## src/rtl/evt_irq_pkg.sv

```systemverilog
package evt_irq_pkg;
    localparam int EVT_N    = 8;
    localparam int SEL_W    = 2;
    localparam int PKT_BIT  = 7;
    localparam logic [EVT_N-1:0] LEVEL_BITS = 8'b0000_0011;

    typedef enum logic [SEL_W-1:0] {
        SEL_STAT  = 2'd0,
        SEL_MASK  = 2'd1,
        SEL_WCTL  = 2'd2,
        SEL_WSTAT = 2'd3
    } reg_sel_e;

    typedef struct packed {
        logic stat;
        logic mask;
        logic wctl;
        logic wstat;
    } wr_strobe_t;

    // Packet-complete may only set when the per-packet enable is high.
    function automatic logic [EVT_N-1:0] gate_events(input logic [EVT_N-1:0] ev,
                                                     input logic pkt_ie);
        logic [EVT_N-1:0] r;
        r = ev;
        r[PKT_BIT] = ev[PKT_BIT] & pkt_ie;
        return r;
    endfunction
endpackage

```

## src/rtl/evt_irq_decode.sv

```systemverilog
module evt_irq_decode
    import evt_irq_pkg::*;
(
    input  logic             wr_en,
    input  logic [SEL_W-1:0] sel,
    output wr_strobe_t       strobe
);
    always_comb begin
        strobe = '0;
        if (wr_en) begin
            case (reg_sel_e'(sel))
                SEL_STAT:  strobe.stat  = 1'b1;
                SEL_MASK:  strobe.mask  = 1'b1;
                SEL_WCTL:  strobe.wctl  = 1'b1;
                default:   strobe.wstat = 1'b1;
            endcase
        end
    end
endmodule

```

## src/rtl/evt_irq_wrap.sv

```systemverilog
module evt_irq_wrap (
    input  logic clk,
    input  logic rst,
    input  logic ctl_wr,
    input  logic stat_wr,
    input  logic wbit,
    input  logic any_masked,
    output logic en_o,
    output logic done_o
);
    always_ff @(posedge clk) begin
        if (rst) begin
            en_o   <= 1'b0;
            done_o <= 1'b0;
        end else begin
            if (ctl_wr)
                en_o <= wbit;
            done_o <= any_masked | (done_o & ~(stat_wr & wbit));
        end
    end
endmodule

```

## src/rtl/evt_irq_readmux.sv

```systemverilog
module evt_irq_readmux
    import evt_irq_pkg::*;
#(
    parameter int DATA_W   = 32,
    parameter int WRAP_BIT = 30
) (
    input  logic [SEL_W-1:0]  sel,
    input  logic [EVT_N-1:0]  stat,
    input  logic [EVT_N-1:0]  mask,
    input  logic              wen,
    input  logic              wdone,
    output logic [DATA_W-1:0] rdata
);
    always_comb begin
        rdata = '0;
        case (reg_sel_e'(sel))
            SEL_STAT:  rdata[EVT_N-1:0] = stat;
            SEL_MASK:  rdata[EVT_N-1:0] = mask;
            SEL_WCTL:  rdata[WRAP_BIT]  = wen;
            default:   rdata[WRAP_BIT]  = wdone;
        endcase
    end
endmodule

```

## src/rtl/evt_irq_unit.sv

```systemverilog
module evt_irq_unit
    import evt_irq_pkg::*;
#(
    parameter int DATA_W   = 32,
    parameter int WRAP_BIT = 30
) (
    input  logic              clk,
    input  logic              rst,
    input  logic [EVT_N-1:0]  evt_i,
    input  logic              pkt_ie_i,
    input  logic              reg_wr_i,
    input  logic [SEL_W-1:0]  reg_sel_i,
    input  logic [DATA_W-1:0] reg_wdata_i,
    output logic [DATA_W-1:0] reg_rdata_o,
    output logic              irq_o
);
    wr_strobe_t       strobe;
    logic [EVT_N-1:0] ev_g;
    logic [EVT_N-1:0] stat_q;
    logic [EVT_N-1:0] mask_q;
    logic             wen_q;
    logic             wdone_q;
    logic             any_masked;
    logic             unused_wdata;

    assign unused_wdata = ^{reg_wdata_i[DATA_W-1:WRAP_BIT+1],
                            reg_wdata_i[WRAP_BIT-1:EVT_N]};

    evt_irq_decode u_dec (
        .wr_en  (reg_wr_i),
        .sel    (reg_sel_i),
        .strobe (strobe)
    );

    assign ev_g = gate_events(evt_i, pkt_ie_i);

    // Per-bit status cells: request bits track their source, others are sticky.
    for (genvar i = 0; i < EVT_N; i++) begin : g_stat
        if (LEVEL_BITS[i]) begin : g_level
            always_ff @(posedge clk) begin
                if (rst) stat_q[i] <= 1'b0;
                else     stat_q[i] <= ev_g[i];
            end
        end else begin : g_sticky
            always_ff @(posedge clk) begin
                if (rst) stat_q[i] <= 1'b0;
                else     stat_q[i] <= ev_g[i] |
                                      (stat_q[i] & ~(strobe.stat & reg_wdata_i[i]));
            end
        end
    end

    always_ff @(posedge clk) begin
        if (rst)              mask_q <= '0;
        else if (strobe.mask) mask_q <= reg_wdata_i[EVT_N-1:0];
    end

    assign any_masked = |(stat_q & mask_q);

    evt_irq_wrap u_wrap (
        .clk        (clk),
        .rst        (rst),
        .ctl_wr     (strobe.wctl),
        .stat_wr    (strobe.wstat),
        .wbit       (reg_wdata_i[WRAP_BIT]),
        .any_masked (any_masked),
        .en_o       (wen_q),
        .done_o     (wdone_q)
    );

    always_ff @(posedge clk) begin
        if (rst) irq_o <= 1'b0;
        else     irq_o <= any_masked | (wdone_q & wen_q);
    end

    evt_irq_readmux #(.DATA_W(DATA_W), .WRAP_BIT(WRAP_BIT)) u_rmux (
        .sel   (reg_sel_i),
        .stat  (stat_q),
        .mask  (mask_q),
        .wen   (wen_q),
        .wdone (wdone_q),
        .rdata (reg_rdata_o)
    );
endmodule

```

## config.mk

```make
export PLATFORM = sky130hd
export DESIGN_NAME = evt_irq_unit
export DESIGN_NICKNAME = d
export VERILOG_FILES = /design/src/rtl/evt_irq_pkg.sv /design/src/rtl/evt_irq_decode.sv /design/src/rtl/evt_irq_wrap.sv /design/src/rtl/evt_irq_readmux.sv /design/src/rtl/evt_irq_unit.sv
export SDC_FILE = /design/constraint.sdc
export NUM_CORES = 1
export LEC_CHECK = 0
export ABC_CLOCK_PERIOD_IN_PS = 900
export CORE_UTILIZATION = 40
export DETAILED_ROUTE_END_ITERATION = 12
export DONT_BUFFER_PORTS = 1
export PLACE_DENSITY_LB_ADDON = 0.12
export SETUP_SLACK_MARGIN = 0.2
export SLEW_MARGIN = 25
export SYNTH_ARGS = -nofsm -noshare
export SYNTH_HDL_FRONTEND = slang
export SYNTH_SLANG_ARGS = --single-unit
export TNS_END_PERCENT = 20
```

## constraint.sdc

```tcl
create_clock -name clk -period 0.9 [get_ports clk]
set_input_delay 0.18 -clock clk [delete_from_list [all_inputs] [get_ports clk]]
set_output_delay 0.18 -clock clk [all_outputs]
set_load 0.1 [all_outputs]
```

==> out/metrics.yaml, run 1 <==
drt_iter0_drc: 8
fin_crit_sh: 1.38
max_freq_ghz: 0.806
cap_violations: 0
p_total_uw: 2240
fin_nets: 193
slowest_stage: "dfxtp_2"
dp.cells: 164
gr-total-overflow: 0
routed_wl_um: 2180
cts_tree: "done"
row_count: 18
routedLengthMet1_um: 899
power_density_nw_per_um2: 1480
report.final.slew_viol_count: 0
rsz0062_at_grt: "true"
htreeDepth: 1
synth.distinct_cells: 18
cts_num_sinks: 19
synthTopCellsByArea: "dfxtp_1 (36%), buf_4 (18%), mux2i_1 (17%), nor2_1 (6.1%), inv_1 (3.9%)"
status: "finished with violations"
met2_length_um: 1060
gp_congestion: 0.702
fin_worst_skew_ns: 0.00200
hold_ws_ns: -0.0680
synth-seq-area-share: 0.362
drt-vias-per-instance: 4.63
end_kind: "output pin"
grt_pass1_wl_um: 3340
critPathArrivalTime_ns: 1.06
coreArea_sq_um: 2480
path_buf_inv: 1
clk_pin_slew_ns: 0.10
drive_gt1_frac: 0.459
final_core_util: 0.611
diodes: 0
cts_hold_buf: 2
fp.dieH_um: 53.2
max_stage_delay_ns: 0.35
stdcell_count: 176
clock_path_buffers: 2
fin_crit_ns: 1.24
drt_pass1_iterations: 4
yosysWarnings: 0
yosys.area.top_type: "dfxtp_1"
crit_family: "flip-flops"
dp_hpwl_um: 1540
fill_cells: 209
setup_ws_ns: -0.341
cp.required_ns: 0.72
async_reset_ff_frac: 0
placed_cell_area_sq_um: 1290
hold_viol: 17
port_buffers: 0
grt_max_degree: 20
topRoutingLayerUsed: "met4"
power.static_leakage_uw: 0.000670
fp.dieW_um: 53.2
start_util: 0.424
ir_drop_mv: 1.04
vias: 815
critPathLaunchType: "flip-flop"
synth_top_cell_area_share: 0.362
io-pin-count: 79
grt_pass1_vias: 764
ys_seq_elements: 19
crit_fanout: 3
syn_avg_cell_area_sq_um: 8.53
synthesis.area_sq_um: 1050
synth_ff_type: "dfxtp_1"
area_growth_pct: 44.2
drc_errors: 0
setup_viol: 12
hold_class: "input port to flip-flop"
synth_edf_count: 0
grtUsageTotal: 0.170
insertion_delay_ns: 0.29
yosys.cell_count.top_type: "buf_4"
stdcell_area_sq_um: 1510
antenna_found_initial: 0
synthTopCellsByCount: "buf_4 (25), dfxtp_1 (19), mux2i_1 (18), nor2_1 (17), inv_1 (11)"
cts_inserted_buffers: 3
crit_chain: "mux2i_2, nor2_4, buf_12"
synthCells: 123
wl_per_cell_um: 12.4
wl_met3_um: 180
ant_nets: 0
cts.root.buffer_cell: "clkbuf_4"
die-area_sq_um: 2830
crit_type: "flip-flop to output pin"
violations: "negative hold slack, negative setup slack"
cell usage in the layout (no fill, tap or decap), drive strengths merged, types with 3 or more instances in the layout:
master	netlist	final
inv	11	11
nor2	17	17
nor2b	3	3
clkbuf	1	4
a22oi	4	4
mux2i	18	18
dfxtp	19	19
nand2	3	3
conb	1	23
buf	27	23
o21ai	6	6
a21oi	8	8
cells by family after synthesis:
logic type | synth area share
flip-flops | 0.362
buffers and inverters | 0.231
multiplexers | 0.172
other | 0.00357
AND/OR/NAND/NOR | 0.129
AO/OA/AOI/OAI | 0.103
worst paths after layout:
kind | end | slack [ns] | startpoint | cells past startpoint
worst max register to register | irq_o | -0.18 | stat_q[4] | 4
worst min register to register | stat_q[3] | 0.50 | stat_q[3] | 2
worst max-delay path | reg_rdata_o[0] | -0.34 | mask_q[0] | 3
worst min-delay path | stat_q[7] | -0.07 | rst | 1
state kept, by name, indices dropped and copies added (netlist names):
name / cells
u_wrap.done_o: 1
mask_q: 8
stat_q: 8
u_wrap.en_o: 1
irq_o: 1
power breakdown:
part	leakage, uW	switching [uW]	internal, uW
registers	0.000164	46.5	886
clock network	0.0000150	245	172
logic	0.000491	661	229
timing repair:
item	CTS	global route
gates resized for setup	27	13
hold endpoints to repair	19	17
setup buffers	4	2
endpoints found under the setup margin	16	19
pin swaps	5	10
cell type report:
class	count	area, sq um	area share
Clock buffer	4	26.3	0.0174
Inverter	11	41.3	0.0273
Multi-Input combinational cell	87	671	0.443
Sequential cell	19	413	0.273
Tap cell	30	37.5	0.0248
Timing Repair Buffer	25	325	0.215
layer usage:
| layer | GRT usage | vias to the layer above |
|---|---|---|
| met3 | 0.0402 | 4 |
| met4 | 0.0789 | 0 |
| li1 | - | 404 |
| met2 | 0.285 | 39 |
| met1 | 0.202 | 368 |
| met5 | 0 | - |
per-stage QoR:
step | setup slack [ns] | TNS (ns)
global route | -0.389 | -3.94
global placement | -0.0580 | -0.628
finish | -0.341 | -3.31
floorplan | -0.251 | -2.21
detailed placement | -0.0644 | -0.790
CTS | -0.348 | -3.40
No activity file was read; power rests on OpenSTA's default activity.
==> run 2, diff against run 1 <==
CORE_MARGIN = 3   (was not set)
PLACE_DENSITY = 0.63   (was not set)
PLACE_DENSITY_LB_ADDON = not set   (was 0.12)
==> run 2 against run 1 <==
  * Sequential power about the same
  * Clock skew up 0.0044 ns
  * The run still ends with negative hold slack, negative setup slack left
  * Global-route usage down 1.3 points
  * Design area up 2.1%
==> out/metrics.yaml, run 2 (synthesized netlist as in run 1, its figures left out) <==
htreeDepth: 1  # unchanged
fp.dieW_um: 57.2  # was 53.2 um
ir_drop_mv: 0.864  # was 1.04 mV
max_freq_ghz: 0.799  # was 0.806 GHz
stdcell_count: 176  # unchanged
gr-total-overflow: 0  # unchanged
worst_r2r_startpoint: "mask_q[4]"  # was stat_q[4]
vias: 864  # was 815
ant_nets: 0  # unchanged
routed_wl_um: 2540  # was 2180 um
die-area_sq_um: 3280  # was 2830 sq um
area_growth_pct: 47.3  # was 44.2%
fin_crit_sh: 1.39  # was 1.38
layout_common_cells: "conb_1 (23), dfxtp_2 (14), buf_4 (12)"  # was conb_1 (23), dfxtp_2 (14), inv_1 (11), buf_4 (11), buf_12 (10)
status: "finished with violations"  # unchanged
hold_class: "input port to flip-flop"  # unchanged
cp.required_ns: 0.72  # about the same
hold_viol: 17  # unchanged
critPathLaunchType: "flip-flop"  # unchanged
fin_worst_skew_ns: 0.00645  # was 0.00200 ns
cts_tree: "done"  # unchanged
finalSetupTns_ns: -3.43  # was -3.31 ns
cts_num_sinks: 19  # unchanged
port_buffers: 0  # unchanged
holdPathStages: 1  # unchanged
setup_viol: 12  # unchanged
drt_iter0_drc: 4  # was 8
drt_pass1_iterations: 3  # was 4
drive_gt1_frac: 0.493  # was 0.459
final_common_cell: "conb_1"  # unchanged
reg_top3: "mask_q x8, stat_q x8"  # unchanged
dp.cells: 161  # was 164
crit_type: "flip-flop to output pin"  # unchanged
violations: "negative hold slack, negative setup slack"  # unchanged
dp_hpwl_um: 1650  # was 1540 um
wl_per_cell_um: 14.4  # was 12.4 um
dp_slack_ns: -0.0745  # was -0.0644 ns
critPathArrivalTime_ns: 1.07  # was 1.06 ns
start_util: 0.449  # was 0.424
drc_errors: 0  # unchanged
max_stage_delay_ns: 0.35  # about the same
grt_pass1_vias: 845  # was 764
coreArea_sq_um: 2340  # was 2480 sq um
power_density_nw_per_um2: 1470  # was 1480 nW/um^2
cts_inserted_buffers: 3  # unchanged
reg2reg_depth: 4  # unchanged
slowest_stage: "dfxtp_2"  # unchanged
report.final.slew_viol_count: 0  # unchanged
io-pin-count: 79  # unchanged
cts.root.buffer_cell: "clkbuf_4"  # unchanged
fin_nets: 195  # was 193
rsz0062_at_grt: "true"  # unchanged
gp_congestion: 0.674  # was 0.702
rrSetupSlack_ns: -0.17  # was -0.18 ns
min_to: "stat_q[7]"  # unchanged
power.static_leakage_uw: 0.000685  # was 0.000670 uW
end_kind: "output pin"  # unchanged
insertion_delay_ns: 0.30  # was 0.29 ns
setup_ws_ns: -0.351  # was -0.341 ns
fp.dieH_um: 57.2  # was 53.2 um
clk_pin_slew_ns: 0.11  # was 0.10 ns
grt_max_degree: 20  # unchanged
hold_ws_ns: -0.0789  # was -0.0680 ns
fin_crit_ns: 1.25  # was 1.24 ns
drt-vias-per-instance: 4.91  # was 4.63
antenna_found_initial: 0  # unchanged
rr_endpoint: "irq_o"  # unchanged
grtUsageTotal: 0.158  # was 0.170
grt_pass1_wl_um: 4020  # was 3340 um
cts_hold_buf: 2  # unchanged
crit_chain: "mux2i_2, nor2b_4, buf_12"  # was mux2i_2, nor2_4, buf_12
diodes: 0  # unchanged
crit_fanout: 2  # was 3
cap_violations: 0  # unchanged
row_count: 17  # was 18
worstHoldStart: "rst"  # unchanged
clock_path_buffers: 2  # unchanged
run 2: cell count changes in the layout (fill, tap and decap cells not counted):
cell / change
a21oi_1: +1
a21oi_2: -1
o21ai_2: +1
a22oi_2: +3
clkinv_2: +1
clkbuf_1: -1
buf_6: +1
a22oi_1: -3
buf_4: +1
o21ai_1: -1
run 2: how the worst max path moves through the flow:
stage | start | to | slack, ns | cells past startpoint
after floorplan | reg_sel_i[0] | reg_rdata_o[30] | -0.25 | 3
after global placement | reg_sel_i[0] | stat_q[3] | -0.05 | 3
after detailed placement | mask_q[7] | reg_rdata_o[7] | -0.07 | 3
after CTS | u_wrap.done_o | reg_rdata_o[30] | -0.36 | 3
after global routing | u_wrap.en_o | reg_rdata_o[30] | -0.39 | 3
final | u_wrap.en_o | reg_rdata_o[30] | -0.35 | 3
run 2: final cells by class:
| cell class | instances | area, sq um |
|---|---|---|
| timing repair buffer | 27 | 344 |
| inverter | 11 | 41.3 |
| multi-input combinational | 87 | 686 |
| sequential | 19 | 413 |
| tap | 28 | 35.0 |
| clock buffer | 3 | 22.5 |
| fill | 194 | 793 |
| clock inverter | 1 | 5.00 |
run 2: report_power, final:
group	internal (uW)	switching, uW
logic	238	673
clock network	165	270
registers	887	46.2
run 2: timing repair:
item / CTS / global route
resized for setup: 34 / 10
buffers inserted: 7 / 2
gates cloned: 0 / 0
endpoints found under the setup margin: 15 / 22
endpoints found under the hold margin: 19 / 17
pin swaps: 10 / 8
run 2: layer usage:
layer  GRT usage  wire, um  up-vias
met3      0.0452       226       10
met1       0.177       884      398
met2       0.276      1340       47
met4      0.0695        82        0
met5           0         0        -
li1            -         -      409
run 2: stage by stage:
| stage | hold slack (ns) | power (uW) | utilization | instance area [sq um] |
|---|---|---|---|---|
| 6_report | -0.0789 | 2280 | 0.661 | 1550 |
| 5_1_grt | -0.0978 | 2370 | 0.661 | 1550 |
| 4_1_cts | -0.0879 | 2260 | 0.637 | 1490 |
| 3_5_place_dp | 0.252 | 1760 | 0.548 | 1280 |
| 3_3_place_gp | 0.251 | 1750 | 0.548 | 1280 |
| 2_1_floorplan | 0.308 | 1750 | - | 1210 |
run 2: worst max-delay path: cells and delay by family, from the launching register on:
| family | cells | cell delay (ns) |
|---|---|---|
| buf+inv | 1 | 0.16 |
| flops | 1 | 0.35 |
| mux | 1 | 0.19 |
| simple gates | 1 | 0.07 |
